**config.mk**
```make
export PLATFORM = sky130hd
export DESIGN_NAME = gpio_port
export DESIGN_NICKNAME = d
export VERILOG_FILES = /design/src/rtl/gpio_pkg.sv /design/src/rtl/gpio_sync.sv /design/src/rtl/gpio_regs.sv /design/src/rtl/gpio_drive.sv /design/src/rtl/gpio_port.sv
export SDC_FILE = /design/constraint.sdc
export NUM_CORES = 1
export LEC_CHECK = 0
export ABC_AREA = 1
export BUFFER_PORTS_ARGS = -buffer_cell sky130_fd_sc_hd__buf_4
export CAP_MARGIN = 20
export CORE_ASPECT_RATIO = 0.5
export CORE_MARGIN = 4
export CORE_UTILIZATION = 40
export CTS_BUF_LIST = sky130_fd_sc_hd__clkbuf_8 sky130_fd_sc_hd__clkbuf_16
export CTS_CLUSTER_DIAMETER = 150
export CTS_CLUSTER_SIZE = 30
export DETAILED_ROUTE_END_ITERATION = 16
export GPL_TIMING_DRIVEN = 0
export PLACE_DENSITY = 0.68
export SLEW_MARGIN = 10
export SYNTH_ARGS = -nofsm -noshare
export SYNTH_HDL_FRONTEND = slang
export SYNTH_SLANG_ARGS = --single-unit
```
**constraint.sdc**
```tcl
create_clock -name clk -period 1.2 [get_ports clk]
set_clock_uncertainty 0.2 [all_clocks]
set_input_delay 0.06 -clock clk [delete_from_list [all_inputs] [get_ports clk]]
set_output_delay 0.06 -clock clk [all_outputs]
set_load 0.05 [all_outputs]
```
**src/rtl/gpio_pkg.sv**
```systemverilog
package gpio_pkg;

    // Register select codes seen on the bus
    typedef enum logic [1:0] {
        SEL_DATA = 2'd0,
        SEL_DIR  = 2'd1,
        SEL_ANA  = 2'd2,
        SEL_NONE = 2'd3
    } sel_e;

    // Latch-affecting operation resolved for one cycle
    typedef enum logic [1:0] {
        OP_IDLE = 2'd0,
        OP_LOAD = 2'd1,
        OP_BSET = 2'd2,
        OP_BCLR = 2'd3
    } op_e;

    typedef struct packed {
        op_e  op;
        sel_e sel;
    } bus_cmd_t;

    // A valid bit operation outranks a plain register write
    function automatic op_e decode_op(input logic wr, input logic bit_go,
                                      input logic bit_hi, input logic idx_ok);
        if (bit_go && idx_ok) return bit_hi ? OP_BSET : OP_BCLR;
        if (wr)               return OP_LOAD;
        return OP_IDLE;
    endfunction

endpackage

```
**src/rtl/gpio_sync.sv**
```systemverilog
module gpio_sync #(
    parameter int W = 6
) (
    input  logic         clk,
    input  logic         rst,
    input  logic [W-1:0] raw,
    output logic [W-1:0] lvl
);
    logic [W-1:0] stage1;
    logic [W-1:0] stage2;

    always_ff @(posedge clk) begin
        if (rst) begin
            stage1 <= '0;
            stage2 <= '0;
        end else begin
            stage1 <= raw;
            stage2 <= stage1;
        end
    end

    assign lvl = stage2;
endmodule

```
**src/rtl/gpio_regs.sv**
```systemverilog
module gpio_regs
    import gpio_pkg::*;
#(
    parameter int             W       = 6,
    parameter int             IDXW    = 3,
    parameter logic [W-1:0]   ANA_CAP = 6'b101111
) (
    input  logic            clk,
    input  logic            rst,
    input  bus_cmd_t        cmd,
    input  logic [W-1:0]    wdata,
    input  logic [IDXW-1:0] bit_idx,
    input  logic [W-1:0]    lvl,
    output logic [W-1:0]    dir_q,
    output logic [W-1:0]    lat_q,
    output logic [W-1:0]    ana_q,
    output logic [W-1:0]    rdata
);
    localparam logic [W-1:0] ONE = {{(W-1){1'b0}}, 1'b1};

    logic [W-1:0] live;
    logic [W-1:0] pick;
    logic [W-1:0] rd_next;

    assign live = lvl & ~ana_q;
    assign pick = ONE << bit_idx;

    always_comb begin
        case (cmd.sel)
            SEL_DATA: rd_next = live;
            SEL_DIR:  rd_next = dir_q;
            SEL_ANA:  rd_next = ana_q;
            default:  rd_next = '0;
        endcase
    end

    always_ff @(posedge clk) begin
        if (rst) begin
            dir_q <= '1;
            lat_q <= '0;
            ana_q <= ANA_CAP;
            rdata <= '0;
        end else begin
            case (cmd.op)
                OP_LOAD: begin
                    case (cmd.sel)
                        SEL_DATA: lat_q <= wdata;
                        SEL_DIR:  dir_q <= wdata;
                        SEL_ANA:  ana_q <= wdata & ANA_CAP;
                        default:  ;
                    endcase
                end
                OP_BSET: lat_q <= live | pick;
                OP_BCLR: lat_q <= live & ~pick;
                default: ;
            endcase
            rdata <= rd_next;
        end
    end

    // reset values
    assert_reset_state_R1: assert property (@(posedge clk)
        rst |=> (dir_q == '1 && lat_q == '0 && ana_q == ANA_CAP));

    // data load reaches the latch
    assert_load_latch_R6: assert property (@(posedge clk) disable iff (rst)
        (cmd.op == OP_LOAD && cmd.sel == SEL_DATA) |=> lat_q == $past(wdata));

    // mask never holds a non-capable bit
    assert_ana_cap_R5: assert property (@(posedge clk) disable iff (rst)
        (ana_q & ~ANA_CAP) == '0);

    // analog bits read zero
    assert_ana_read_R4: assert property (@(posedge clk) disable iff (rst)
        (cmd.sel == SEL_DATA) |=> (rdata & $past(ana_q)) == '0);

    // chosen bit ends up set / cleared
    assert_bit_set_R7: assert property (@(posedge clk) disable iff (rst)
        (cmd.op == OP_BSET) |=> |(lat_q & $past(pick)));
    assert_bit_clr_R7: assert property (@(posedge clk) disable iff (rst)
        (cmd.op == OP_BCLR) |=> !(|(lat_q & $past(pick))));
endmodule

```
**src/rtl/gpio_drive.sv**
```systemverilog
module gpio_drive #(
    parameter int           W       = 6,
    parameter logic [W-1:0] OD_MASK = 6'b010000
) (
    input  logic         clk,
    input  logic         rst,
    input  logic [W-1:0] dir_q,
    input  logic [W-1:0] lat_q,
    input  logic [W-1:0] alt_en,
    input  logic [W-1:0] alt_oe,
    input  logic [W-1:0] alt_out,
    output logic [W-1:0] pin_oe,
    output logic [W-1:0] pin_out
);
    logic [W-1:0] own_oe;
    logic [W-1:0] own_out;

    for (genvar i = 0; i < W; i++) begin : g_pin
        if (OD_MASK[i]) begin : g_od
            assign own_oe[i]  = ~dir_q[i] & ~lat_q[i];
            assign own_out[i] = 1'b0;

            // open-drain pin never drives high
            assert_od_low_R9: assert property (@(posedge clk) disable iff (rst)
                (!alt_en[i] && pin_oe[i]) |-> !pin_out[i]);
        end else begin : g_pp
            assign own_oe[i]  = ~dir_q[i];
            assign own_out[i] = lat_q[i];
        end

        assign pin_oe[i]  = alt_en[i] ? alt_oe[i]  : own_oe[i];
        assign pin_out[i] = alt_en[i] ? alt_out[i] : own_out[i];

        // an input pin is released unless a peripheral owns it
        assert_input_release_R2: assert property (@(posedge clk) disable iff (rst)
            (!alt_en[i] && dir_q[i]) |-> !pin_oe[i]);
    end
endmodule

```
**src/rtl/gpio_port.sv**
```systemverilog
module gpio_port
    import gpio_pkg::*;
#(
    parameter int           W       = 6,
    parameter logic [W-1:0] OD_MASK = 6'b010000,
    parameter logic [W-1:0] ANA_CAP = 6'b101111,
    localparam int          IDXW    = (W > 1) ? $clog2(W) : 1
) (
    input  logic            clk,
    input  logic            rst,
    input  logic [1:0]      bus_addr,
    input  logic            bus_wr,
    input  logic [W-1:0]    bus_wdata,
    output logic [W-1:0]    bus_rdata,
    input  logic            bit_en,
    input  logic            bit_set,
    input  logic [IDXW-1:0] bit_idx,
    input  logic [W-1:0]    pin_in,
    output logic [W-1:0]    pin_oe,
    output logic [W-1:0]    pin_out,
    input  logic [W-1:0]    alt_en,
    input  logic [W-1:0]    alt_oe,
    input  logic [W-1:0]    alt_out
);
    logic         idx_ok;
    bus_cmd_t     cmd;
    logic [W-1:0] lvl;
    logic [W-1:0] dir_q;
    logic [W-1:0] lat_q;
    logic [W-1:0] ana_q;

    assign idx_ok  = (32'(bit_idx) < W);
    assign cmd.op  = decode_op(bus_wr, bit_en, bit_set, idx_ok);
    assign cmd.sel = sel_e'(bus_addr);

    gpio_sync #(.W(W)) u_sync (
        .clk (clk),
        .rst (rst),
        .raw (pin_in),
        .lvl (lvl)
    );

    gpio_regs #(.W(W), .IDXW(IDXW), .ANA_CAP(ANA_CAP)) u_regs (
        .clk     (clk),
        .rst     (rst),
        .cmd     (cmd),
        .wdata   (bus_wdata),
        .bit_idx (bit_idx),
        .lvl     (lvl),
        .dir_q   (dir_q),
        .lat_q   (lat_q),
        .ana_q   (ana_q),
        .rdata   (bus_rdata)
    );

    gpio_drive #(.W(W), .OD_MASK(OD_MASK)) u_drive (
        .clk     (clk),
        .rst     (rst),
        .dir_q   (dir_q),
        .lat_q   (lat_q),
        .alt_en  (alt_en),
        .alt_oe  (alt_oe),
        .alt_out (alt_out),
        .pin_oe  (pin_oe),
        .pin_out (pin_out)
    );

    // an out-of-range bit operation leaves the latch as it was
    assert_bad_idx_R8: assert property (@(posedge clk) disable iff (rst)
        (bit_en && !idx_ok && !bus_wr) |=> $stable(lat_q));
endmodule

```
==> impl_metrics.json <==
{
  "status": "finished with violations",
  "violations": "hold timing, setup timing",
  "power.density_mw_per_mm2": 1110,
  "rsz0062_at_grt": "true",
  "clk_latency_ps": 290,
  "stdcell_count": 371,
  "synthCells": 233,
  "vias": 1771,
  "coreArea_mm2": 0.00362,
  "start_kind": "register",
  "first_pass_iters": 4,
  "ys_ff_latch": 35,
  "min_path_type": "input pin to register",
  "place_congestion": 0.790,
  "first_global_vias": 1670,
  "antenna_found_initial": 0,
  "synth_edf_count": 0,
  "place_hpwl_mm": 3.38,
  "clock_path_buffers": 2,
  "syn_area_per_cell_um2": 6.85,
  "cts_max_level": 2,
  "avgViaCountPerCell": 4.77,
  "hold_slack_ps": -74.4,
  "clk_pin_slew_ps": 70,
  "p_total_mw": 2.83,
  "setup_viol": 1,
  "setup_ws_ps": -78.2,
  "crit_type": "register to output port",
  "cts-root-buf": "clkbuf_8",
  "grt_overflow": 0,
  "drc": 0,
  "wl_mm": 4.77,
  "drtIter0Drc": 98,
  "start_util_pct": 44.1,
  "cts_made_buffers": 5,
  "design_area_mm2": 0.00254,
  "cts_tree": "built",
  "wl_per_cell_um": 12.9,
  "die_h_um": 52.7,
  "netlist_top_cells_area": "dfxtp_1 44%, nand2_1 14%, nand3_1 9.1%, inv_1 7.3%, nor2_1 5.9%",
  "ir_drop_mv": 0.753,
  "syn_nets": 273,
  "syn_area_mm2": 0.00160,
  "grt_pass1_wl_mm": 7.82,
  "cts_sinks": 35,
  "num_rows": 15,
  "worst_pin_slew_ps": 375,
  "yosysMostFrequentCell": "nand2_1",
  "detail-route-antenna-nets": 0,
  "p_leak_nw": 1.27,
  "dpl_cell_area_mm2": 0.00212,
  "port-buffer-count": 55,
  "n_antenna_cell": 0,
  "area_delta_synth_final_pct": 59.2,
  "cap_violations": 0,
  "nets": 360,
  "grt_max_degree": 11,
  "cts_hold_buffers": 18,
  "async_flop_share_pct": 0,
  "end_kind": "output port",
  "yosysWarnings": 0,
  "synth_top_flop_cell": "dfxtp_1",
  "synth_cell_types": 23,
  "ys_seq_area_share_pct": 43.9,
  "crit_path_max_fanout": 2,
  "slew_headroom_pct": 75.0,
  "pre_cts_slack_ps": -52.4,
  "period_share_pct": 107,
  "fmax_mhz": 782,
  "cp_data_arrival_time_ps": 1020,
  "finalMaxSlewViolations": 0,
  "synthTopCellsByCount": "61 x nand2_1, 35 x dfxtp_1, 31 x inv_1",
  "pin_count": 58,
  "die_w_um": 97.3,
  "die_area_mm2": 0.00513,
  "fin_crit_ps": 1280,
  "synth_top_area_cell": "dfxtp_1",
  "cp.required_ps": 940,
  "dp.cells": 339,
  "hold_viol": 6,
  "grt_use_total_pct": 19.8,
  "yosysTopAreaCellShare_pct": 43.9,
  "drive_gt1_share_pct": 35.9
}
## logic make-up after synthesis
group / count (synthesis) / share of synthesized area (%)
buf+inv: 40 / 10.5
compound gates: 29 / 9.33
simple gates: 129 / 36.3
flops: 35 / 43.9
## what timing repair did
item	CTS	global route
gates resized for setup	29	11
cloned	0	1
hold endpoints to repair	30	5
pin swaps	4	2
buffers inserted	6	0
setup endpoints to repair	11	28
## per-layer routing
layer / global-route usage (%) / part of all wire [%] / up-vias
met3: 5.44 / 8.3 / 8
met2: 32.0 / 44 / 55
met4: 7.59 / 1.4 / 0
met1: 25.7 / 46 / 793
li1: - / - / 915
met5: 0 / 0 / -
## flip-flops by register name, indices dropped and copies added (netlist names)
signal	count
u_regs.rdata	6
u_regs.dir_q	6
u_sync.lvl	6
u_regs.ana_q	5
u_regs.lat_q	6
u_sync.stage1	6
## final timing paths
| path | slack [ps] | startpoint | cells past startpoint | end |
|---|---|---|---|---|
| worst max-delay path | -80 | u_regs.lat_q[4] | 2 | pin_oe[4] |
| worst min-delay path | -70 | bus_addr[1] | 4 | u_regs.rdata[4] |
| worst max register to register | 70 | u_regs.ana_q[2] | 5 | u_regs.lat_q[2] |
| worst min register to register | 200 | u_sync.stage1[5] | 2 | u_sync.lvl[5] |
## per-stage QoR
step	setup TNS, ps	hold WS (ps)	utilization (%)
after floorplan	0	-33.0	-
after global placement	-190	58.9	58.7
after detailed placement	-318	65.4	58.7
after CTS	-97.6	-100	68.9
after global routing	-219	-67.7	70.2
final	-78.2	-74.4	70.2
## worst max-delay path, cell delays in order, from the launching register on
cell and delay, ps:
dfxtp_2 330, o31ai_4 210, buf_6 190
## where the power goes
group | internal, mW | leakage [nW] | switching (mW)
clock | 0.450 | 0.0470 | 0.409
sequential | 1.23 | 0.289 | 0.0270
combinational | 0.302 | 0.934 | 0.415
## placed cells by master (no fill, tap or decap), types with 2 or more instances in the layout
| cell | instances |
|---|---|
| nand4_1 | 4 |
| nor2_4 | 3 |
| inv_1 | 26 |
| buf_6 | 15 |
| a21oi_1 | 9 |
| dfxtp_1 | 23 |
| o21ai_1 | 3 |
| buf_4 | 49 |
| inv_2 | 6 |
| nor2_1 | 25 |
| nand2_2 | 3 |
| o21ai_0 | 2 |
| o21ai_2 | 11 |
| clkbuf_8 | 6 |
| dfxtp_2 | 10 |
| buf_2 | 2 |
| a21oi_2 | 2 |
| nand2_1 | 61 |
| dfxtp_4 | 2 |
| dlygate4sd3_1 | 17 |
| nand3_1 | 29 |
## final cells by class
cell class / instances / area (um2)
tap: 51 / 63.8
inverter: 34 / 130
fill: 327 / 1080
timing repair buffer: 80 / 697
clock inverter: 1 / 5.00
multi-input combinational: 158 / 803
clock buffer: 6 / 82.6
buffer: 6 / 40.0
sequential: 35 / 721
No activity file was read; power rests on OpenSTA's default activity.
